`src/rtl/rxf_pkg.sv`:
```
package rxf_pkg;

  // acceptance-group enable positions
  localparam int ACC_N       = 6;
  localparam int ACC_UC      = 0;
  localparam int ACC_BC      = 1;
  localparam int ACC_MC      = 2;
  localparam int ACC_UC_HASH = 3;
  localparam int ACC_MC_HASH = 4;
  localparam int ACC_STATION = 5;

  // wake cause positions
  localparam int CAUSE_N       = 4;
  localparam int CAUSE_STATION = 0;
  localparam int CAUSE_PATTERN = 1;
  localparam int CAUSE_FILTER  = 2;
  localparam int CAUSE_MAGIC   = 3;

  typedef struct packed {
    logic uc;
    logic bc;
    logic mc;
  } dst_class_t;

  // group OR over enabled conditions
  function automatic logic group_any(input logic [ACC_N-1:0] en,
                                     input dst_class_t       c,
                                     input logic             hash,
                                     input logic             station);
    logic [ACC_N-1:0] cond;
    cond[ACC_UC]      = c.uc;
    cond[ACC_BC]      = c.bc;
    cond[ACC_MC]      = c.mc;
    cond[ACC_UC_HASH] = c.uc & hash;
    cond[ACC_MC_HASH] = c.mc & hash;
    cond[ACC_STATION] = station;
    return |(cond & en);
  endfunction

  function automatic logic combine(input logic and_mode,
                                   input logic pat,
                                   input logic grp);
    return and_mode ? (pat & grp) : (pat | grp);
  endfunction

endpackage

```
`src/rtl/rxf_addr_class.sv`:
```
module rxf_addr_class
  import rxf_pkg::*;
#(
  parameter int ADDR_W = 48
) (
  input  logic [ADDR_W-1:0] dest,
  output dst_class_t        cls
);
  localparam int GROUP_BIT = ADDR_W - 8;

  logic all_ones;
  logic group_bit;

  assign all_ones  = &dest;
  assign group_bit = dest[GROUP_BIT];

  always_comb begin
    cls.bc = all_ones;
    cls.mc = group_bit & ~all_ones;
    cls.uc = ~group_bit;
  end
endmodule

```
`src/rtl/rxf_accept_core.sv`:
```
module rxf_accept_core
  import rxf_pkg::*;
#(
  parameter int NUM_PAT = 4
) (
  input  logic               clk,
  input  logic               rst_n,
  input  logic               frame_end,
  input  dst_class_t         cls,
  input  logic               station_hit,
  input  logic               hash_hit,
  input  logic [NUM_PAT-1:0] pat_hit,
  input  logic [ACC_N-1:0]   accept_en,
  input  logic [NUM_PAT-1:0] pat_en,
  input  logic               and_mode,
  output logic               pat_match,
  output logic               grp_match,
  output logic               accept,
  output logic               accept_valid
);
  logic [NUM_PAT-1:0] unit_fire;
  logic               decision;

  genvar gi;
  generate
    for (gi = 0; gi < NUM_PAT; gi++) begin : g_unit
      assign unit_fire[gi] = pat_hit[gi] & pat_en[gi];
    end
  endgenerate

  assign pat_match = |unit_fire;
  assign grp_match = group_any(accept_en, cls, hash_hit, station_hit);
  assign decision  = combine(and_mode, pat_match, grp_match);

  always_ff @(posedge clk) begin
    if (!rst_n) begin
      accept       <= 1'b0;
      accept_valid <= 1'b0;
    end else begin
      accept_valid <= frame_end;
      if (frame_end) accept <= decision;
    end
  end

  p_valid_pulse_r5: assert property (@(posedge clk) disable iff (!rst_n)
    frame_end |=> accept_valid);
  p_valid_quiet_r5: assert property (@(posedge clk) disable iff (!rst_n)
    !frame_end |=> !accept_valid);
  p_and_no_pat_r3: assert property (@(posedge clk) disable iff (!rst_n)
    (frame_end && and_mode && pat_en == '0) |=> !accept);
  p_or_group_r4: assert property (@(posedge clk) disable iff (!rst_n)
    (frame_end && !and_mode && grp_match) |=> accept);
  p_and_pat_r4: assert property (@(posedge clk) disable iff (!rst_n)
    (frame_end && and_mode && !pat_match) |=> !accept);
endmodule

```
`src/rtl/rxf_wake_status.sv`:
```
module rxf_wake_status #(
  parameter int NBITS = 4
) (
  input  logic             clk,
  input  logic             rst_n,
  input  logic [NBITS-1:0] set_vec,
  input  logic [NBITS-1:0] clr_vec,
  output logic [NBITS-1:0] status,
  output logic             irq
);
  genvar gi;
  generate
    for (gi = 0; gi < NBITS; gi++) begin : g_bit
      always_ff @(posedge clk) begin
        if (!rst_n)              status[gi] <= 1'b0;
        else if (set_vec[gi])    status[gi] <= 1'b1;
        else if (clr_vec[gi])    status[gi] <= 1'b0;
      end

      p_sticky_r8: assert property (@(posedge clk) disable iff (!rst_n)
        (status[gi] && !clr_vec[gi]) |=> status[gi]);
      p_clear_r8: assert property (@(posedge clk) disable iff (!rst_n)
        (clr_vec[gi] && !set_vec[gi]) |=> !status[gi]);
      p_set_wins_r9: assert property (@(posedge clk) disable iff (!rst_n)
        set_vec[gi] |=> status[gi]);
    end
  endgenerate

  assign irq = |status;

  p_irq_rise_r10: assert property (@(posedge clk) disable iff (!rst_n)
    $rose(irq) |-> $past(|set_vec));
endmodule

```
`src/rtl/rx_accept_filter.sv`:
```
module rx_accept_filter
  import rxf_pkg::*;
#(
  parameter int ADDR_W  = 48,
  parameter int NUM_PAT = 4
) (
  input  logic               clk,
  input  logic               rst_n,
  input  logic               frame_end,
  input  logic [ADDR_W-1:0]  dest_addr,
  input  logic               station_hit,
  input  logic               hash_hit,
  input  logic [NUM_PAT-1:0] pat_hit,
  input  logic               magic_hit,
  input  logic [ACC_N-1:0]   cfg_accept_en,
  input  logic [NUM_PAT-1:0] cfg_pat_en,
  input  logic               cfg_and_mode,
  input  logic               cfg_wake_filt_en,
  input  logic               cfg_wake_magic_en,
  input  logic [CAUSE_N-1:0] wake_clr,
  output logic               accept,
  output logic               accept_valid,
  output logic [CAUSE_N-1:0] wake_status,
  output logic               wake_irq
);
  dst_class_t         cls;
  logic               pat_match;
  logic               grp_match;
  logic               filt_arm;
  logic               magic_arm;
  logic [CAUSE_N-1:0] wake_set;

  rxf_addr_class #(.ADDR_W(ADDR_W)) u_class (
    .dest (dest_addr),
    .cls  (cls)
  );

  rxf_accept_core #(.NUM_PAT(NUM_PAT)) u_core (
    .clk          (clk),
    .rst_n        (rst_n),
    .frame_end    (frame_end),
    .cls          (cls),
    .station_hit  (station_hit),
    .hash_hit     (hash_hit),
    .pat_hit      (pat_hit),
    .accept_en    (cfg_accept_en),
    .pat_en       (cfg_pat_en),
    .and_mode     (cfg_and_mode),
    .pat_match    (pat_match),
    .grp_match    (grp_match),
    .accept       (accept),
    .accept_valid (accept_valid)
  );

  assign filt_arm  = frame_end & cfg_wake_filt_en;
  assign magic_arm = frame_end & cfg_wake_magic_en;

  always_comb begin
    wake_set                = '0;
    wake_set[CAUSE_STATION] = filt_arm & station_hit;
    wake_set[CAUSE_PATTERN] = filt_arm & pat_match;
    wake_set[CAUSE_FILTER]  = filt_arm & (station_hit | hash_hit | pat_match);
    wake_set[CAUSE_MAGIC]   = magic_arm & magic_hit;
  end

  rxf_wake_status #(.NBITS(CAUSE_N)) u_wake (
    .clk     (clk),
    .rst_n   (rst_n),
    .set_vec (wake_set),
    .clr_vec (wake_clr),
    .status  (wake_status),
    .irq     (wake_irq)
  );

  p_idle_hold_r11: assert property (@(posedge clk) disable iff (!rst_n)
    (!frame_end && wake_clr == '0) |=> wake_status == $past(wake_status));
  p_magic_r7: assert property (@(posedge clk) disable iff (!rst_n)
    (frame_end && cfg_wake_magic_en && magic_hit) |=> wake_status[CAUSE_MAGIC]);
  p_filt_off_r6: assert property (@(posedge clk) disable iff (!rst_n)
    (frame_end && !cfg_wake_filt_en && wake_status[2:0] == 3'b000) |=> wake_status[2:0] == 3'b000);
endmodule

```
`config.mk`:
```
export PLATFORM = sky130hd
export DESIGN_NAME = rx_accept_filter
export DESIGN_NICKNAME = d
export VERILOG_FILES = /design/src/rtl/rxf_pkg.sv /design/src/rtl/rxf_addr_class.sv /design/src/rtl/rxf_accept_core.sv /design/src/rtl/rxf_wake_status.sv /design/src/rtl/rx_accept_filter.sv
export SDC_FILE = /design/constraint.sdc
export NUM_CORES = 1
export LEC_CHECK = 0
export ABC_AREA = 1
export BUFFER_PORTS_ARGS = -buffer_cell sky130_fd_sc_hd__buf_4
export CORE_MARGIN = 10
export CORE_UTILIZATION = 26
export CTS_BUF_LIST = sky130_fd_sc_hd__clkbuf_2
export CTS_CLUSTER_DIAMETER = 50
export CTS_CLUSTER_SIZE = 24
export DETAILED_ROUTE_END_ITERATION = 10
export HOLD_SLACK_MARGIN = 0.1
export PLACE_DENSITY = 0.76
export REMOVE_ABC_BUFFERS = 1
export SLEW_MARGIN = 20
export SYNTH_ARGS = -nofsm -noshare
export SYNTH_HDL_FRONTEND = slang
export SYNTH_SLANG_ARGS = --single-unit
```
`constraint.sdc`:
```
create_clock -name clk -period 0.8 [get_ports clk]
set_input_delay 0.08 -clock clk [delete_from_list [all_inputs] [get_ports clk]]
set_output_delay 0.08 -clock clk [all_outputs]
set_load 0.05 [all_outputs]
```
==> results of run 1 <==
==> worst register-to-register path, cell delays in order (launching register included) <==
cell and delay [ps]:
dfxtp_2 330, buf_6 110, buf_4 120, nand2_2 70, a21oi_2 50
==> final cells by class <==
class / instances / area, um^2
fillers: 196 / 599.3
well taps: 27 / 33.78
flip-flops and latches: 6 / 127.6
clock buffers: 3 / 15.01
inverters: 9 / 33.78
repair buffers: 89 / 726.9
multi-input cells: 81 / 385.4
==> timing repair <==
item	in CTS	in global routing
endpoints found under the hold margin	2	1
pin swaps	1	6
setup buffers	0	2
setup endpoints to repair	8	9
gates resized for setup	20	10
==> kinds of logic after synthesis <==
kind of cell,share of synthesized area [%]
simple gates,58.11
compound gates,12.11
buf+inv,6.537
flops,23.25
==> metal layers <==
layer	up-vias	track usage, %
met5	-	0
met4	0	3.209
met3	2	3.952
met2	35	25.49
met1	401	10.86
li1	485	-
==> synthesized netlist by cell type <==
cell type and number:
nand2_1 46, nor2_1 14, inv_1 9, dfxtp_1 6, a21oi_1 5, nand3_1 3
nor2_4 3, o21ai_0 3, nor2_2 2, a21oi_2 1, a31oi_1 1, nand4_1 1
o31ai_1 1, or4_1 1
==> flip-flops by register name (all words and copies together) (netlist names) <==
signal	flops
u_wake.status	4
u_core.accept	1
u_core.accept_valid	1
==> power by group through the flow <==
stage | logic [mW] | registers [mW] | clock network, mW
3_3_place_gp | 0.544 | 0.329 | 0
4_1_cts | 0.596 | 0.330 | 0.221
2_1_floorplan | 0.132 | 0.392 | 0
3_5_place_dp | 0.555 | 0.331 | 0
6_report | 0.614 | 0.333 | 0.222
5_1_grt | 0.660 | 0.334 | 0.248
==> metrics by stage <==
| stage | instance area [um^2] | std cells | setup WS [ps] |
|---|---|---|---|
| floorplan | 516.7 | 96 | -575.9 |
| global route | 1323 | 215 | -542.7 |
| detailed placement | 1204 | 210 | -275.3 |
| global placement | 1204 | 210 | -277.1 |
| finish | 1323 | 215 | -501.3 |
| CTS | 1292 | 214 | -511.7 |
==> path summary, 6_finish.rpt <==
check                     end  cells past startpoint
min          u_wake.status[3]                      2
min reg2reg     u_core.accept                      2
max reg2reg  u_wake.status[1]                      4
max                  wake_irq                      2
==> impl_metrics.yaml, run 1 <==
clocking:
  cts.sinks: 6
  cts_buffer_depth: 2
  cts.hold.buffers_added: 1
  htreeDepth: 1
  numCtsBuffers: 3
  cts-root-buf: "clkbuf_2"
  clk_latency_ps: 210
  cts_tree: "yes"
  path_clk_slew_ps: 60
synth:
  synth_top_cell_area_share_pct: 33.41
  ys_types: 14
  ys_ff_latch: 6
  syn_inst: 96
  synth.area.top_cells: "nand2_1 (33%), dfxtp_1 (23%), nor2_1 (10%), inv_1 (6.5%), nor2_4 (6.5%)"
  yosys.area.top_type: "nand2_1"
  ys_seq_area_share_pct: 23.24
  avgSynthCellArea_um2: 5.383
  netlist_area_um2: 516.7
  ys_warn_count: 0
sta:
  finalCritPeriodShare_pct: 162.7
  tns_ps: -818.0
  finalWorstSetupSlack_ps: -501.3
  slew_headroom_pct: 73.36
  drv_slew: 0
  max_slew.worst_pin.slew_ps: 395.5
  final_hold_viol_count: 0
  fin_crit_ps: 1301
  skew_ps: 0
  whs_ps: 56.94
  finalSetupViolations: 5
  rsz0062_at_grt: "true"
  timing.fmax_mhz: 768.4
routing:
  via_count: 923
  met2_length_um: 1733
  viasPerCell: 4.293
  first_iter_violations: 38
  dr.pass1.iters: 4
  drc_errors: 0
  drt-met1-wl_um: 899
  top_layer: "met4"
  postRouteAntennaNets: 0
  dr_wl_met3_um: 230
  post_drt_wl_per_cell_um: 13.42
  drt_wl_total_um: 2885
worst_setup_path:
  cp_top_family: "simple AND/OR/NAND/NOR gates"
  crit_start: "u_wake.status[2]"
  slowest_delay_ps: 530
  path_class: "reg2out"
  crit_buf_inv: 1
  cp_cell_sequence: "or4_4 -> buf_6"
  cp_max_fo: 2
  cp-start-kind: "register"
  cp_slowest_cell: "or4_4"
  r2r-start: "u_wake.status[1]"
  crit_required_ps: 720
  endpoint_kind: "output pin"
  worst-endpoint-arrival_ps: 1220
  r2r_slack_ps: 0
final_layout:
  n_antenna_cell: 0
  final_common_cell: "buf_4"
  final_nets: 265
  area_growth_pct: 155.9
  drive_gt1_share_pct: 59.04
  mostFrequentLayoutCells: "buf_4 (78), nand2_1 (43), nor2_1 (13), inv_1 (8), dfxtp_2 (6)"
  post-route-util_pct: 68.82
global_routing:
  grt_max_degree: 6
  grt_pass1_wl_um: 4291
  grtUsageTotal_pct: 12.30
  grt_pass1_vias: 994
  gr-total-overflow: 0
  antenna_found_initial: 0
power:
  internal-power_uw: 792.3
  p_seq_share_pct: 28.5
  switchingPower_uw: 375.9
  peakVddDrop_uv: 536.9
  leakage_nw: 0.7000
  p_clk_share_pct: 19.0
  p_per_area_nw_per_um2: 883.3
  power.total_mw: 1.168
  p_sw_share_pct: 32.17
  combPwrFrac_pct: 52.6
status:
  violations: "negative setup slack"
  outcome: "complete, but fails checks"
floorplanning:
  die-area_um2: 4171
  die_w_um: 64.58
  start_util_pct: 26.89
  rows: 16
  ios: 82
  core_um2: 1922
  die-height_um: 64.58
min_path:
  min-delay-path-class: "in2reg"
  min_from: "wake_clr[3]"
placement:
  hpwl_um: 2470
  port_buffers: 81
  gp_congestion: 0.7896
flow_run:
  maxCapViolations: 0
Power figures use the tool's default switching activity.
==> run 2: changes to the inputs <==
CORE_MARGIN = not set   (was 10)
==> run 2 against run 1 <==
Compared with the run above: register-to-register slack lost 160 ps; critical path type unchanged; critical endpoint unchanged; global-route usage rose by 7.8 points; highest routed layer unchanged; final cell count decreased by 0.47%; the flow still finishes with violations (negative setup slack); sequential cell count is the same; largest cell class unchanged.
==> impl_metrics.yaml, run 2 (synthesis gave the netlist of run 1 again) <==
worst_setup_path:
  r2r_slack_ps: -160
  crit_required_ps: 720
  worst-endpoint-arrival_ps: 1240
  r2r-end: "u_wake.status[3]"
  cp-start-kind: "register"
  r2r-start: "u_wake.status[3]"
  path_class: "reg2out"
  cp_max_fo: 2
  reg2reg_depth: 3
  endpoint_kind: "output pin"
min_path:
  whs_path_depth: 4
  min_from: "wake_clr[1]"
  min-delay-path-class: "in2reg"
  whs_endpoint: "u_wake.status[1]"
power:
  power.total_mw: 1.180
  p_sw_share_pct: 32.54
  p_seq_share_pct: 28.2
  combPwrFrac_pct: 52.6
  internal-power_uw: 796.1
  p_per_area_nw_per_um2: 884.8
  leakage_nw: 0.7184
  peakVddDrop_uv: 835.4
  p_clk_share_pct: 19.2
  switchingPower_uw: 384.0
floorplanning:
  core_um2: 1802
  die-area_um2: 2170
  die_w_um: 46.58
  ios: 82
  start_util_pct: 28.68
  rows: 15
  die-height_um: 46.58
flow_run:
  maxCapViolations: 0
clocking:
  cts_buffer_depth: 2
  cts_tree: "yes"
  path_clk_slew_ps: 80
  clk_latency_ps: 230
  numCtsBuffers: 3
  cts-root-buf: "clkbuf_2"
  htreeDepth: 1
  cts.sinks: 6
global_routing:
  grt_pass1_wl_um: 3111
  gr-total-overflow: 0
  grtUsageTotal_pct: 20.13
  grt_max_degree: 6
  grt_pass1_vias: 833
  antenna_found_initial: 0
sta:
  finalSetupViolations: 7
  skew_ps: 0
  rsz0062_at_grt: "true"
  slew_headroom_pct: 77.18
  fin_crit_ps: 1325
  max_slew.worst_pin.slew_ps: 338.8
  drv_slew: 0
  final_hold_viol_count: 0
  finalCritPeriodShare_pct: 165.6
  finalWorstSetupSlack_ps: -524.6
  timing.fmax_mhz: 754.9
routing:
  postRouteAntennaNets: 0
  drc_errors: 0
  post_drt_wl_per_cell_um: 11.21
  first_iter_violations: 17
  viasPerCell: 4.360
  drt_wl_total_um: 2399
  via_count: 933
  dr.pass1.iters: 4
final_layout:
  fill_cells: 153
  drive_gt1_share_pct: 55.03
  final_common_cell: "buf_4"
  n_antenna_cell: 0
  mostFrequentLayoutCells: "buf_4 (76), nand2_1 (45), nor2_1 (14), inv_1 (9)"
  multi_input_area_um2: 377.9
  top_register: "u_wake.status"
  reg_top3: "u_wake.status x4, u_core.accept x1, u_core.accept_valid x1"
  final_nets: 266
  area.sequential_um2: 127.6
  area_growth_pct: 158.1
  largest_reg_flops: 4
placement:
  hpwl_um: 1724
  gp_congestion: 0.7656
  port_buffers: 81
  dp_slack_ps: -286.3
status:
  outcome: "complete, but fails checks"
  violations: "negative setup slack"
==> run 2: worst max path at each step <==
stage	start	end	slack, ps	cells after the start
after floorplan	u_wake.status[0]	wake_irq	-580	1
after global placement	u_wake.status[0]	wake_irq	-280	2
after detailed placement	u_wake.status[0]	wake_irq	-290	2
after CTS	u_wake.status[3]	wake_irq	-520	2
after global routing	u_wake.status[3]	wake_irq	-560	2
final	u_wake.status[3]	wake_irq	-520	2
==> run 2: cell type report <==
class,instances,area share [%]
clock buffers,3,1.126
multi-input cells,81,28.33
flip-flops and latches,6,9.568
well taps,25,2.345
inverters,9,2.533
repair buffers,90,56.10
==> run 2: critical path, cell delays in order, from the launching register on <==
cell and delay, ps:
dfxtp_2 340, or4_4 510, buf_6 170
==> run 2: power by group through the flow <==
stage | Clock [mW] | Sequential (mW) | Combinational (mW)
after floorplan | 0 | 0.392 | 0.132
after global placement | 0 | 0.329 | 0.534
after detailed placement | 0 | 0.330 | 0.543
after CTS | 0.236 | 0.330 | 0.600
after global routing | 0.249 | 0.335 | 0.661
final | 0.227 | 0.333 | 0.621
==> run 2: through the flow <==
| stage | instance area (um^2) | hold slack (ps) | TNS (ps) | utilization, % | cells |
|---|---|---|---|---|---|
| 6_report | 1334 | 118.8 | -1184 | 74.03 | 214 |
| 5_1_grt | 1334 | 113.5 | -1486 | 74.03 | 214 |
| 4_1_cts | 1303 | 107.3 | -930.4 | 72.29 | 213 |
| 3_5_place_dp | 1186 | 273.6 | -502.1 | 65.83 | 206 |
| 3_3_place_gp | 1186 | 278.2 | -425.9 | 65.83 | 206 |
| 2_1_floorplan | 516.7 | 184.8 | -1250 | - | 96 |
==> run 2: metal layers <==
| metal | GRT usage [%] | vias up | wire [um] |
|---|---|---|---|
| met3 | 3.922 | 2 | 160 |
| li1 | - | 487 | - |
| met5 | 0 | - | 0 |
| met4 | 1.765 | 0 | 25 |
| met1 | 18.75 | 392 | 843 |
| met2 | 43.89 | 52 | 1369 |
==> run 2: repair_timing <==
action | in CTS | in global routing
pin swaps | 0 | 3
endpoints found under the setup margin | 7 | 10
gates resized for setup | 19 | 9
buffers inserted | 0 | 2
hold endpoints to repair | 2 | 0
hold buffers | 4 | 0
